$ cat src/rtl/pwm2_pkg.sv
// Shared widths, register map constants and the control word layout.
package pwm2_pkg;
    localparam int NUM_CH        = 2;
    localparam int NUM_SLOTS     = 4;
    localparam int NUM_SEL       = 4;
    localparam int PRESC_W       = 10;
    localparam int PER_W         = 12;
    localparam int SLOT_BYTES    = 16;
    localparam int STATUS_STRIDE = 8;
    localparam int LOAD_W        = 2;
    localparam int STATUS_ADDR   = NUM_SLOTS * SLOT_BYTES;
    localparam int ADDR_W        = $clog2(STATUS_ADDR) + 1;
    localparam int SLOT_W        = $clog2(NUM_SLOTS);
    localparam int SEL_W         = $clog2(NUM_SEL);
    localparam int STATUS_W      = (NUM_CH - 1) * STATUS_STRIDE + NUM_SEL;
    localparam int BUS_W         = (PER_W > STATUS_W) ? PER_W : STATUS_W;

    typedef enum logic [1:0] {
        SEL_CTRL  = 2'd0,
        SEL_PRESC = 2'd1,
        SEL_PER   = 2'd2,
        SEL_DUTY  = 2'd3
    } sel_e;

    typedef struct packed {
        logic stop_now;
        logic autoload;
        logic invert;
        logic enable;
    } ctrl_t;

    localparam int CTRL_W = $bits(ctrl_t);
endpackage

$ cat src/rtl/pwm2_regfile.sv
// Register decode, shadow registers, pending-update pipeline and read mux.
// Assumes word-aligned accesses; one access per cycle; reads are combinational.
module pwm2_regfile
    import pwm2_pkg::*;
(
    input  logic                                clk,
    input  logic                                rst_n,
    input  logic                                bus_wr,
    input  logic                                bus_rd,
    input  logic [ADDR_W-1:0]                   bus_addr,
    input  logic [BUS_W-1:0]                    bus_wdata,
    output logic [BUS_W-1:0]                    bus_rdata,
    output ctrl_t [NUM_CH-1:0]                  sh_ctrl,
    output logic [NUM_CH-1:0][LOAD_W-1:0]       sh_load,
    output logic [NUM_CH-1:0][PRESC_W-1:0]      sh_presc,
    output logic [NUM_CH-1:0][PER_W-1:0]        sh_per,
    output logic [NUM_CH-1:0][PER_W-1:0]        sh_duty,
    output logic [NUM_CH-1:0][NUM_SEL-1:0]      absorb
);
    logic                          word_ok, in_chan, in_stat;
    logic [SLOT_W-1:0]             slot;
    logic [SEL_W-1:0]              sel;
    logic [NUM_CH-1:0][NUM_SEL-1:0] wr_hit, sync1, sync2, pend;
    logic [STATUS_W-1:0]           status;

    assign word_ok = (bus_addr[1:0] == 2'b00);
    assign in_chan = word_ok && (bus_addr[ADDR_W-1] == 1'b0);
    assign in_stat = (bus_addr == ADDR_W'(STATUS_ADDR));
    assign slot    = bus_addr[2+SEL_W +: SLOT_W];
    assign sel     = bus_addr[2 +: SEL_W];

    // One-hot write select per implemented channel and register.
    always_comb begin
        for (int c = 0; c < NUM_CH; c++) begin
            wr_hit[c] = '0;
            if (bus_wr && in_chan && slot == SLOT_W'(c))
                wr_hit[c] = NUM_SEL'(1) << sel;
        end
    end

    // Shadow registers capture bus data on their write.
    always_ff @(posedge clk) begin
        if (!rst_n) begin
            sh_ctrl  <= '0;
            sh_load  <= '0;
            sh_presc <= '0;
            sh_per   <= '0;
            sh_duty  <= '0;
        end else begin
            for (int c = 0; c < NUM_CH; c++) begin
                if (wr_hit[c][SEL_CTRL]) begin
                    sh_ctrl[c] <= ctrl_t'(bus_wdata[CTRL_W-1:0]);
                    sh_load[c] <= bus_wdata[CTRL_W +: LOAD_W];
                end
                if (wr_hit[c][SEL_PRESC]) sh_presc[c] <= bus_wdata[PRESC_W-1:0];
                if (wr_hit[c][SEL_PER])   sh_per[c]   <= bus_wdata[PER_W-1:0];
                if (wr_hit[c][SEL_DUTY])  sh_duty[c]  <= bus_wdata[PER_W-1:0];
            end
        end
    end

    // Two-stage synchroniser of write events toward the counter side.
    always_ff @(posedge clk) begin
        if (!rst_n) begin
            sync1 <= '0;
            sync2 <= '0;
        end else begin
            sync1 <= wr_hit;
            sync2 <= sync1;
        end
    end

    assign pend   = sync1 | sync2;
    assign absorb = sync2;

    // Pack each channel's pending nibble at its stride in the status word.
    always_comb begin
        status = '0;
        for (int c = 0; c < NUM_CH; c++)
            status[c*STATUS_STRIDE +: NUM_SEL] = pend[c];
    end

    // Read mux; reserved slots and unknown offsets return zero.
    always_comb begin
        bus_rdata = '0;
        if (bus_rd) begin
            if (in_stat) begin
                bus_rdata = BUS_W'(status);
            end else if (in_chan) begin
                for (int c = 0; c < NUM_CH; c++) begin
                    if (slot == SLOT_W'(c)) begin
                        case (sel_e'(sel))
                            SEL_CTRL:  bus_rdata = BUS_W'(sh_ctrl[c]);
                            SEL_PRESC: bus_rdata = BUS_W'(sh_presc[c]);
                            SEL_PER:   bus_rdata = BUS_W'(sh_per[c]);
                            default:   bus_rdata = BUS_W'(sh_duty[c]);
                        endcase
                    end
                end
            end
        end
    end

    for (genvar c = 0; c < NUM_CH; c++) begin : g_chk_ch
        for (genvar r = 0; r < NUM_SEL; r++) begin : g_chk_reg
            // a write raises its pending flag on the next edge.
            assert_pend_set_R4: assert property (@(posedge clk) disable iff (!rst_n)
                wr_hit[c][r] |=> pend[c][r]);
            // a flag drops only three edges after its last write.
            assert_pend_clear_R4: assert property (@(posedge clk) disable iff (!rst_n)
                $fell(pend[c][r]) |-> ($past(wr_hit[c][r], 3) && !$past(wr_hit[c][r], 2)
                                        && !$past(wr_hit[c][r])));
        end
    end
endmodule

$ cat src/rtl/pwm2_timebase.sv
// Prescaler and period counters of one channel.
// Assumes the limits change only while clr is high or on the edge after last.
module pwm2_timebase
    import pwm2_pkg::*;
(
    input  logic               clk,
    input  logic               rst_n,
    input  logic               clr,
    input  logic               adv,
    input  logic [PRESC_W-1:0] presc_lim,
    input  logic [PER_W-1:0]   per_lim,
    output logic [PER_W-1:0]   cnt,
    output logic               last
);
    logic [PRESC_W-1:0] pc;

    assign last = (pc == presc_lim) && (cnt == per_lim);

    // Prescaler ticks the period counter; both wrap at their limits.
    always_ff @(posedge clk) begin
        if (!rst_n || clr) begin
            pc  <= '0;
            cnt <= '0;
        end else if (adv) begin
            if (pc == presc_lim) begin
                pc  <= '0;
                cnt <= (cnt == per_lim) ? '0 : cnt + 1'b1;
            end else begin
                pc <= pc + 1'b1;
            end
        end
    end

    // counters never run past the active limits.
    assert_count_bound_R5: assert property (@(posedge clk) disable iff (!rst_n)
        (pc <= presc_lim) && (cnt <= per_lim));
endmodule

$ cat src/rtl/pwm2_chan.sv
// One PWM channel: staged and active value sets, run control and output level.
// Assumes absorb pulses come from the write synchroniser, one per write.
module pwm2_chan
    import pwm2_pkg::*;
(
    input  logic                clk,
    input  logic                rst_n,
    input  ctrl_t               sh_ctrl,
    input  logic [LOAD_W-1:0]   sh_load,
    input  logic [PRESC_W-1:0]  sh_presc,
    input  logic [PER_W-1:0]    sh_per,
    input  logic [PER_W-1:0]    sh_duty,
    input  logic [NUM_SEL-1:0]  absorb,
    output logic                pwm_o
);
    ctrl_t              ctrl_act;
    logic [PRESC_W-1:0] stg_presc, act_presc;
    logic [PER_W-1:0]   stg_per, act_per, stg_duty, act_duty, cnt;
    logic               run, last, period_end, load_p, load_pd, auto_ld, stop_hard, clr, active;

    assign period_end = run && last;
    assign load_p     = absorb[SEL_CTRL] && sh_load[0];
    assign load_pd    = absorb[SEL_CTRL] && sh_load[1];
    assign auto_ld    = ctrl_act.autoload && (period_end || !run);
    assign stop_hard  = run && !ctrl_act.enable && ctrl_act.stop_now;
    assign clr        = !run || stop_hard || load_p || load_pd || (period_end && !ctrl_act.enable);

    // Staged copies and control follow the shadow when a write is absorbed.
    always_ff @(posedge clk) begin
        if (!rst_n) begin
            ctrl_act  <= '0;
            stg_presc <= '0;
            stg_per   <= '0;
            stg_duty  <= '0;
        end else begin
            if (absorb[SEL_CTRL])  ctrl_act  <= sh_ctrl;
            if (absorb[SEL_PRESC]) stg_presc <= sh_presc;
            if (absorb[SEL_PER])   stg_per   <= sh_per;
            if (absorb[SEL_DUTY])  stg_duty  <= sh_duty;
        end
    end

    // Active set loads at period end or idle (autoload) or on a load strobe.
    always_ff @(posedge clk) begin
        if (!rst_n) begin
            act_presc <= '0;
            act_per   <= '0;
            act_duty  <= '0;
        end else if (auto_ld) begin
            act_presc <= stg_presc;
            act_per   <= stg_per;
            act_duty  <= stg_duty;
        end else begin
            if (load_p) act_presc <= stg_presc;
            if (load_pd) begin
                act_per  <= stg_per;
                act_duty <= stg_duty;
            end
        end
    end

    // Run state: start on enable, stop at once or at the period end.
    always_ff @(posedge clk) begin
        if (!rst_n)                               run <= 1'b0;
        else if (!run)                            run <= ctrl_act.enable;
        else if (stop_hard)                       run <= 1'b0;
        else if (period_end && !ctrl_act.enable)  run <= 1'b0;
    end

    pwm2_timebase u_tb (
        .clk       (clk),
        .rst_n     (rst_n),
        .clr       (clr),
        .adv       (run),
        .presc_lim (act_presc),
        .per_lim   (act_per),
        .cnt       (cnt),
        .last      (last)
    );

    assign active = (act_duty >= act_per) || (cnt < act_duty);
    assign pwm_o  = (run && active) ^ ctrl_act.invert;

    // an immediate stop ends the run on the next edge.
    assert_stop_now_R10: assert property (@(posedge clk) disable iff (!rst_n)
        stop_hard |=> !run);
    // a graceful stop keeps running until the period ends.
    assert_finish_period_R9: assert property (@(posedge clk) disable iff (!rst_n)
        (run && !ctrl_act.enable && !ctrl_act.stop_now && !last) |=> run);
    // the active period only changes at a period end or on a load strobe.
    assert_hold_active_R7: assert property (@(posedge clk) disable iff (!rst_n)
        (run && !last && !load_pd) |=> $stable(act_per));
endmodule

$ cat src/rtl/pwm2_top.sv
// Dual-channel PWM top: one register file feeding one channel per output.
// Assumes a single clock for bus and counters, synchronous active-low reset.
module pwm2_top
    import pwm2_pkg::*;
(
    input  logic              clk,
    input  logic              rst_n,
    input  logic              bus_wr,
    input  logic              bus_rd,
    input  logic [ADDR_W-1:0] bus_addr,
    input  logic [BUS_W-1:0]  bus_wdata,
    output logic [BUS_W-1:0]  bus_rdata,
    output logic [NUM_CH-1:0] pwm_out
);
    ctrl_t [NUM_CH-1:0]                 sh_ctrl;
    logic  [NUM_CH-1:0][LOAD_W-1:0]     sh_load;
    logic  [NUM_CH-1:0][PRESC_W-1:0]    sh_presc;
    logic  [NUM_CH-1:0][PER_W-1:0]      sh_per, sh_duty;
    logic  [NUM_CH-1:0][NUM_SEL-1:0]    absorb;

    pwm2_regfile u_regs (
        .clk       (clk),
        .rst_n     (rst_n),
        .bus_wr    (bus_wr),
        .bus_rd    (bus_rd),
        .bus_addr  (bus_addr),
        .bus_wdata (bus_wdata),
        .bus_rdata (bus_rdata),
        .sh_ctrl   (sh_ctrl),
        .sh_load   (sh_load),
        .sh_presc  (sh_presc),
        .sh_per    (sh_per),
        .sh_duty   (sh_duty),
        .absorb    (absorb)
    );

    for (genvar c = 0; c < NUM_CH; c++) begin : g_ch
        pwm2_chan u_chan (
            .clk      (clk),
            .rst_n    (rst_n),
            .sh_ctrl  (sh_ctrl[c]),
            .sh_load  (sh_load[c]),
            .sh_presc (sh_presc[c]),
            .sh_per   (sh_per[c]),
            .sh_duty  (sh_duty[c]),
            .absorb   (absorb[c]),
            .pwm_o    (pwm_out[c])
        );
    end
endmodule

$ cat config.mk
export PLATFORM = sky130hd
export DESIGN_NAME = pwm2_top
export DESIGN_NICKNAME = d
export VERILOG_FILES = /design/src/rtl/pwm2_pkg.sv /design/src/rtl/pwm2_regfile.sv /design/src/rtl/pwm2_timebase.sv /design/src/rtl/pwm2_chan.sv /design/src/rtl/pwm2_top.sv
export SDC_FILE = /design/constraint.sdc
export NUM_CORES = 1
export LEC_CHECK = 0
export BUFFER_PORTS_ARGS = -buffer_cell sky130_fd_sc_hd__buf_2
export CAP_MARGIN = 5
export CORE_MARGIN = 2
export CORE_UTILIZATION = 58
export DETAILED_ROUTE_END_ITERATION = 8
export GPL_TIMING_DRIVEN = 0
export HOLD_SLACK_MARGIN = 0.08
export PLACE_DENSITY = 0.8
export SETUP_SLACK_MARGIN = 0.1
export SLEW_MARGIN = 30
export SYNTH_ARGS = -nofsm -noshare
export SYNTH_HDL_FRONTEND = slang
export SYNTH_SLANG_ARGS = --single-unit
$ cat constraint.sdc
create_clock -name clk -period 5.25 [get_ports clk]
set_clock_uncertainty 0.2 [all_clocks]
set_input_delay 0.2625 -clock clk [delete_from_list [all_inputs] [get_ports clk]]
set_output_delay 0.2625 -clock clk [all_outputs]
set_load 0.005 [all_outputs]
=== After elaboration in Yosys (flattened, before gate mapping) ===
Index checks and enable logic that the tools add are counted.
W data, S select, Z words.

* Output and inout port bits: 14
* Input bits: 23
* Flip-flop bits (word level): 286
* Logic and storage cells: 148

* Add/subtract/negate cells: 4
* Bitwise gates (word level): 4
* Shift operators: 1
* Mux-type cells: 31
* Order comparisons: 4
* Eq/ne operators: 8
* Reduce and logical (&&, ||, !) cells: 50

{| class="wikitable"
|+ Operator list
! operator !! number
|-
| $mux W12 || 15
|-
| $pmux W12 S3 || 2
|-
| $mux W10 || 6
|-
| $add A12 B1 Y12 const B || 2
|-
| $eq A12 B12 Y1 || 2
|-
| $ge A12 B12 Y1 || 2
|-
| $lt A12 B12 Y1 || 2
|-
| $logic_and A1 B1 Y1 || 22
|-
| $add A10 B1 Y10 const B || 2
|-
| $eq A10 B10 Y1 || 2
|-
| $logic_or A1 B1 Y1 || 14
|-
| $mux W4 || 2
|-
| $or A8 B8 Y8 || 1
|-
| $reduce_bool A2 Y1 || 4
|-
| $eq A7 B7 Y1 const B || 1
|-
| $logic_not A2 Y1 || 3
|-
| $mux W1 || 6
|-
| $logic_not A1 Y1 || 5
|-
| $eq A2 B1 Y1 const B || 2
|-
| $reduce_and A2 Y1 || 2
|-
| $shl A1 B2 Y4 const A || 1
|-
| $eq A2 B2 Y1 const B || 1
|-
| $xor A1 B1 Y1 || 2
|-
| $not A1 Y1 || 1
|}

=== Logic depth before layout (Yosys ltp) ===
Gate-level depths: netlist (run 1).

* Word-level depth: 8
* Depth in mapped cells: 9

=== Hierarchy ===
Synthesis (run 1) repeated with hierarchy kept, for this count alone.

* Cell total of the unflattened synthesis: 1442
* Area total of the unflattened synthesis: 13437.9 um2

{| class="wikitable"
|+ Modules (own cells, without submodules)
! module !! area each (um2) !! times used !! cells an instance
|-
| pwm2_regfile || 3883.7 || 1 || 434
|-
| pwm2_chan (g_ch[0].u_chan) || 3329.4 || 1 || 348
|-
| pwm2_chan (g_ch[1].u_chan) || 3326.9 || 1 || 348
|-
| pwm2_timebase || 1448.9 || 2 || 156
|}

=== Worst setup path after synthesis (run 1) ===
Ideal clock, no wire load.

* Kind: reg2out
* From: register g_ch[0].u_chan.act_duty[0]
* To: output pwm_out[0]
* Data required time: 4.788 ns
* Path slack: 2.882 ns
* Arrival: 1.906 ns
* Cell stages (with the launch flop): 10
* Buffers on the path: 1
* Cells stage by stage: dfxtp_1 inv_1 ha_1 nand2b_1 a2111oi_0 nor4_1 or2_0 o31ai_1 xnor2_1 buf_4

* Cells in the longest elaborated chain, start to end: 4
* Elaborated cells between the ends (all ways): 5
* Classes of those cells: order compare: 2; bitwise: 1; reduce/logical: 2

{| class="wikitable"
|+ RTL lines
! what !! RTL line !! RTL
|-
| start, declared || pwm2_chan.sv:18 || <nowiki>logic [PER_W-1:0] stg_per, act_per, stg_duty, act_duty, cnt;</nowiki>
|-
| start signal, assigned || pwm2_chan.sv:52 || <nowiki>act_duty <= stg_duty;</nowiki>
|-
| start signal, assigned || pwm2_chan.sv:57 || <nowiki>act_duty <= stg_duty;</nowiki>
|-
| $ge A12 B12 Y1 or $lt A12 B12 Y1 (tied branches) || pwm2_chan.sv:81 || <nowiki>assign active = (act_duty >= act_per) || (cnt < act_duty);</nowiki>
|-
| $logic_or A1 B1 Y1 (*) || pwm2_chan.sv:81 ||
|-
| $logic_and A1 B1 Y1 (*) || pwm2_chan.sv:82 || <nowiki>assign pwm_o = (run && active) ^ ctrl_act.invert;</nowiki>
|-
| $xor A1 B1 Y1 (*) || pwm2_chan.sv:82 ||
|-
| end, declared || pwm2_top.sv:13 || <nowiki>output logic [NUM_CH-1:0] pwm_out</nowiki>
|}

Mark *: on every way between the ends. The rest lies on a longest branch, timed or not.

=== Final worst setup path (run 1) ===
* From: input bus_addr[2]
* To: output bus_rdata[9]

* Cells in the longest elaborated chain, start to end: 7
* Elaborated cells between the ends (all ways): 11
* Classes of those cells: eq/ne: 3; mux: 7; reduce/logical: 1

{| class="wikitable"
|+ RTL lines
! what !! RTL line !! RTL
|-
| start, declared || pwm2_top.sv:10 || <nowiki>input logic [ADDR_W-1:0] bus_addr,</nowiki>
|-
| $eq A2 B2 Y1 (tied with other cells) || pwm2_regfile.sv:92 || <nowiki>case (sel_e'(sel))</nowiki>
|-
| $pmux W12 S3 || pwm2_regfile.sv:92 ||
|-
| $mux W12 (2 in series) || pwm2_regfile.sv:91 || <nowiki>if (slot == SLOT_W'(c)) begin</nowiki>
|-
| $mux W12 || pwm2_regfile.sv:89 || <nowiki>end else if (in_chan) begin</nowiki>
|-
| $mux W12 (*) || pwm2_regfile.sv:87 || <nowiki>if (in_stat) begin</nowiki>
|-
| $mux W12 (*) || pwm2_regfile.sv:86 || <nowiki>if (bus_rd) begin</nowiki>
|-
| end, declared || pwm2_top.sv:12 || <nowiki>output logic [BUS_W-1:0] bus_rdata,</nowiki>
|}

Marked as above.

==> flow_metrics.py, run 1 <==
metrics = {
    "floorplanning": {
        "fp.coreArea_sq_um": 22000,
        "die_h_um": 154,
        "initial_core_util": 0.593,
        "ios": 37,
        "dieArea_sq_um": 23700,
        "core.rowCount": 54,
        "dieWidth_um": 154,
    },
    "timing": {
        "timing.setup.tns_ps": 0,
        "slew_headroom": 0.469,
        "fin_crit_sh": 0.638,
        "drv_slew": 0,
        "rsz0062_at_grt": "no",
        "fin_crit_ps": 3350,
        "fmax_mhz": 299,
        "hold_viol": 0,
        "finalSetupViolations": 0,
        "tightest_slew_ps": 797,
    },
    "power": {
        "internal_power_mw": 3.39,
        "power_density_nw_per_um2": 297,
        "max-vdd-ir-drop_mv": 0.272,
        "pwr-share-comb": 0.031,
        "p_sw_frac": 0.219,
        "seqPwrFrac": 0.500,
        "power.switching_uw": 952,
        "clkPwrFrac": 0.469,
        "leakage_nw": 5.60,
    },
    "placed_design": {
        "gp_congestion": 1.01,
        "io_buffers": 29,
        "dp.cells": 1767,
        "dpl.hpwl_mm": 26.2,
    },
    "synthesis": {
        "synth_top_area_share": 0.440,
        "synth_compound_area_frac": 0.110,
        "syn_avg_cell_area_sq_um": 8.93,
        "yosys.area_share.simple": 0.189,
        "synth_cell_type_count": 57,
        "synth-main-ff-cell": "dfxtp_1",
        "synth-xor-area-share": 0.0552,
        "yosysMostFrequentCell": "dfxtp_1",
        "synth.ff_latch_count": 286,
        "synth-edff-count": 0,
        "yosys-mux-area-fraction": 0.105,
        "yosys.area.top_type": "dfxtp_1",
        "synth_top_family_by_area": "simple AND/OR/NAND/NOR gates",
        "synth.area.top_cells": "dfxtp_1 (44%), mux2i_1 (7.9%), nor2_1 (4.9%)",
        "synthArstFlopShare": 0,
        "synth-seq-area-share": 0.440,
        "netlist_area_sq_um": 13000,
        "synthCells": 1458,
        "ys_warn_count": 0,
        "yosys-top-cells-count": "dfxtp_1 (286), nor2_1 (169), nand2_1 (167)",
        "synthAdderAreaFrac": 0.0480,
        "syn-num-nets": 1531,
    },
    "finish": {
        "areaGrowthSynthToFinish_pct": 12.2,
        "fin_cells": 1834,
        "nNetsFinal": 1605,
        "num_antenna_cells": 0,
        "drive_gt1_frac": 0.109,
        "final_util": 0.665,
    },
    "worst_setup_path": {
        "critPathCaptureType": "output pin",
        "required_ps": 4790,
        "critPathArrivalTime_ps": 2890,
        "critPathMaxStageDelay_ps": 530,
        "critPathMostFrequentCell": "buf_2",
        "start_kind": "primary input",
        "cpMaxStageDelayCell": "dlygate4sd3_1",
        "crit_fanout": 10,
        "crit_type": "primary input to output pin",
        "cp_cell_sequence": "dlygate4sd3_1 > buf_2 > nor2b_1 > buf_2 > a22oi_1 > a21oi_1 > nand2_1 > a21boi_0 > buf_2",
    },
    "clocking": {
        "cts_buffers": 28,
        "clk_pin_slew_ps": 60,
        "htreeDepth": 1,
        "clock_path_buffers": 3,
        "cts_resized": 0,
        "cts_tree": "done",
        "cts_hold_buf": 15,
        "cts_root_buf": "clkbuf_16",
        "clock_sinks": 286,
        "cts_setup_buffers": 0,
        "clk_latency_ps": 540,
    },
    "detailed_routing": {
        "vias": 11000,
        "first_iter_violations": 1224,
        "wl_per_cell_um": 19.4,
        "ant_nets": 0,
        "drt-total-wl_mm": 35.6,
        "dr.pass1.iters": 5,
        "drc": 0,
        "vias_per_cell": 6.02,
    },
    "global_routing": {
        "grt_start_max_net_pins": 15,
        "grt_pass1_vias": 10600,
        "grt_pass1_wl_mm": 56.5,
        "grt_usage": 0.298,
        "antenna_found_initial": 1,
        "grt_overflow_total": 0,
    },
    "outcome": {
        "outcome": "finished clean",
    },
    "worst_hold_path": {
        "hold_class": "primary input to flip-flop",
    },
    "job": {
        "drv_cap": 0,
    },
}
critical path: cells and delay by family:
kind / cells / cell delay (ps)
AO/OA/AOI/OAI: 3 / 770
AND/OR/NAND/NOR: 2 / 610
buffers and inverters: 4 / 1220
worst paths after layout:
path                                   start                          to  slack (ps)  cells after the start
setup / recovery                 bus_addr[2]                bus_rdata[9]        1900                      9
hold / removal                   bus_addr[4]         u_regs.sh_presc[10]         150                      5
setup reg to reg  g_ch[1].u_chan.u_tb.cnt[8]  g_ch[1].u_chan.act_duty[0]        2860                      8
hold reg to reg              u_regs.sync1[5]            u_regs.absorb[5]         250                      1
power groups by stage:
| stage | Combinational, mW | Clock [mW] | Sequential, mW |
|---|---|---|---|
| after global placement | 0.116 | 0 | 2.22 |
| after floorplan | 0.0656 | 0 | 2.22 |
| after global routing | 0.138 | 2.12 | 2.17 |
| after CTS | 0.127 | 2.04 | 2.17 |
| final | 0.133 | 2.04 | 2.17 |
| after detailed placement | 0.118 | 0 | 2.22 |
kinds of logic after synthesis:
group                      Yosys count
muxes                              127
xor gates and xnor gates            82
DFF                                286
AOI/OAI and AO/OA                  234
buffers and inverters              150
adders and majority gates           50
and+or+nand+nor                    529
layout by cell type, fill, tap and decap left out, types with 4 or more instances in the layout:
master / count
mux2i_1: 103
a21boi_0: 9
buf_6: 9
nor4_1: 9
nand2_1: 167
mux4_2: 6
clkbuf_1: 59
o21ai_0: 48
nor3_2: 10
a221oi_1: 6
xnor2_1: 21
a211oi_1: 5
mux2_2: 18
dfxtp_1: 286
nand3_1: 99
dlygate4sd3_1: 15
nand4_1: 24
nor2_1: 169
xor2_1: 61
clkbuf_16: 29
clkinv_2: 6
buf_2: 55
inv_1: 51
a22oi_1: 9
ha_1: 50
clkbuf_8: 9
buf_4: 5
a21o_1: 10
nor4_2: 6
o31ai_1: 47
a21oi_1: 88
and2_1: 8
nor2b_1: 4
and3_1: 10
final cells by class:
cell class	count	area (sq um)
Sequential cell	286	5730
Clock inverter	8	67.6
Timing Repair Buffer	44	295
Fill cell	1701	7350
Clock buffer	44	872
Tap cell	280	350
Inverter	52	195
Multi-Input combinational cell	1022	6610
Buffer	98	489
layer usage:
layer / up-vias / wire (um) / GRT usage
met5: - / 0 / 0
met4: 0 / 1160 / 0.0975
met3: 87 / 3420 / 0.0448
met2: 505 / 15500 / 0.459
met1: 5259 / 15500 / 0.432
li1: 5188 / - / -
state kept, by name, indices dropped and copies added (netlist names), 24 cells and up:
register,cells
u_regs.sh_duty,24
u_regs.sh_per,24
g_ch.u_chan.stg_per,24
g_ch.u_chan.act_duty,24
g_ch.u_chan.u_tb.cnt,24
g_ch.u_chan.stg_duty,24
g_ch.u_chan.act_per,24
through the flow:
stage	setup WS [ps]	instance area, sq um	power (mW)	hold slack [ps]
6_report	1900	14600	4.34	154
5_1_grt	1780	14600	4.43	182
4_1_cts	1950	14600	4.34	138
3_5_place_dp	2500	13500	2.34	237
3_3_place_gp	2470	13500	2.34	225
2_1_floorplan	2880	13000	2.29	198
No activity file was read; power rests on OpenSTA's default activity.
==> run 2: changes to the inputs <==
Settings changed: CORE_UTILIZATION 58 to 56, PLACE_DENSITY 0.8 to 0.81.
Clock period 5.25 ns to 3 ns, I/O delays scaled along.
==> run 2 against run 1 <==
  * The run now ends with negative setup slack left
  * Sequential share of layout area shrank 0.80 points
  * Cell area grew 2.7%
  * Wire length grew 4.1%
  * Power grew 82%
  * Worst setup slack lost 2000 ps
  * Largest cell class unchanged
==> flow_metrics.py, run 2 (synthesis gave the netlist of run 1 again) <==
metrics = {
    "global_routing": {
        "grt_overflow_total": 0,
        "grt_pass1_vias": 10900,
        "grt_pass1_wl_mm": 57.3,
        "grt_usage": 0.298,
        "grt_start_max_net_pins": 15,
        "antenna_found_initial": 0,
    },
    "power": {
        "p_sw_frac": 0.215,
        "power.switching_mw": 1.70,
        "clkPwrFrac": 0.488,
        "pwr-share-comb": 0.030,
        "max-vdd-ir-drop_mv": 0.499,
        "internal_power_mw": 6.19,
        "power_density_nw_per_um2": 526,
        "leakage_nw": 5.73,
        "seqPwrFrac": 0.482,
    },
    "floorplanning": {
        "core.rowCount": 55,
        "fp.coreArea_sq_um": 22700,
        "die_h_um": 156,
        "ios": 37,
        "initial_core_util": 0.573,
        "dieArea_sq_um": 24500,
        "dieWidth_um": 156,
    },
    "detailed_routing": {
        "drt-total-wl_mm": 37.0,
        "drc": 0,
        "vias": 11200,
        "dr.pass1.iters": 7,
        "ant_nets": 0,
        "first_iter_violations": 1165,
        "wl_per_cell_um": 20.0,
        "vias_per_cell": 6.05,
    },
    "finish": {
        "areaGrowthSynthToFinish_pct": 15.2,
        "final_util": 0.661,
        "num_antenna_cells": 0,
        "fin_cells": 1851,
        "nFillCells": 1727,
        "final_cell_mix": "dfxtp_1 (260), nor2_1 (169), nand2_1 (167)",
        "drive_gt1_frac": 0.148,
        "final_common_cell": "dfxtp_1",
        "nNetsFinal": 1617,
    },
    "timing": {
        "fin_crit_ps": 3070,
        "finalSetupViolations": 1,
        "fmax_mhz": 326,
        "setup_slack_ps": -70.8,
        "slew_headroom": 0.450,
        "timing.setup.tns_ps": -70.8,
        "fin_crit_sh": 1.02,
        "timing.hold.ws_ps": 163,
        "drv_slew": 0,
        "rsz0062_at_grt": "yes",
        "tightest_slew_ps": 825,
        "hold_viol": 0,
    },
    "outcome": {
        "outcome": "finished, violations left",
        "failed_checks": "negative setup slack",
    },
    "clocking": {
        "cts_root_buf": "clkbuf_16",
        "clk_latency_ps": 540,
        "clock_path_buffers": 3,
        "htreeDepth": 1,
        "clock_sinks": 286,
        "cts_tree": "done",
        "clk_pin_slew_ps": 70,
        "cts_buffers": 29,
    },
    "worst_setup_path": {
        "crit_type": "flip-flop to output pin",
        "start_kind": "flip-flop",
        "critPathCaptureType": "output pin",
        "crit_fanout": 2,
        "critPathArrivalTime_ps": 2720,
        "worstRegToRegCells": 8,
        "required_ps": 2650,
    },
    "worst_hold_path": {
        "hold_depth": 7,
        "hold_class": "primary input to flip-flop",
    },
    "placed_design": {
        "detailedPlace.worstSlack_ps": 257,
        "dpl.hpwl_mm": 25.9,
        "io_buffers": 29,
        "dp.cells": 1772,
        "gp_congestion": 0.950,
    },
    "job": {
        "drv_cap": 0,
    },
}
## run 2: final timing paths
path                               startpoint                          to  slack [ps]
setup / recovery  g_ch[1].u_chan.act_duty[11]                  pwm_out[1]         -70
hold / removal                    bus_addr[0]          u_regs.sh_presc[0]         160
hold reg to reg               u_regs.sync1[5]            u_regs.absorb[5]         250
setup reg to reg   g_ch[0].u_chan.u_tb.cnt[4]  g_ch[0].u_chan.act_duty[4]         480
## run 2: through the flow
stage / instance area (sq um) / power (mW)
2_1_floorplan: 13000 / 4.00
3_3_place_gp: 13500 / 4.09
3_5_place_dp: 13500 / 4.09
4_1_cts: 14900 / 7.88
5_1_grt: 15000 / 8.05
6_report: 15000 / 7.89
## run 2: layout make-up
cell class | count | area [sq um] | area share
Buffer | 98 | 489 | 0.0326
Tap cell | 285 | 357 | 0.0238
Multi-Input combinational cell | 1022 | 6790 | 0.453
Inverter | 52 | 195 | 0.0130
Clock inverter | 11 | 189 | 0.0126
Clock buffer | 42 | 825 | 0.0550
Timing Repair Buffer | 55 | 395 | 0.0264
Sequential cell | 286 | 5760 | 0.384
## run 2: worst max-delay path, stage by stage, from the launching register on
cell	delay, ps
dfxtp_2	340
inv_2	50
ha_4	260
nand4_1	150
a211o_1	280
a21oi_2	160
a2111oi_2	60
o41ai_2	490
xnor2_1	170
buf_4	130
buf_6	80
## run 2: layer usage
layer / vias up / track usage / wire (um)
met5: - / 0 / 0
met4: 0 / 0.0935 / 845
met3: 64 / 0.0570 / 3650
met2: 542 / 0.484 / 17100
met1: 5362 / 0.403 / 15400
li1: 5223 / - / -
## run 2: what timing repair did
action                                  CTS  global route
hold endpoints to repair                 82             2
gates cloned                              0             0
setup buffers                             4             5
hold buffers                             16             1
resized for setup                        44            22
pin swaps                                13            12
endpoints found under the setup margin    2             7
## run 2: power by group through the flow
stage / clock (mW) / sequential (mW) / combinational [mW]
after global placement: 0 / 3.89 / 0.204
after detailed placement: 0 / 3.89 / 0.207
final: 3.85 / 3.80 / 0.240
after floorplan: 0 / 3.89 / 0.115
after CTS: 3.85 / 3.80 / 0.225
after global routing: 4.00 / 3.80 / 0.246
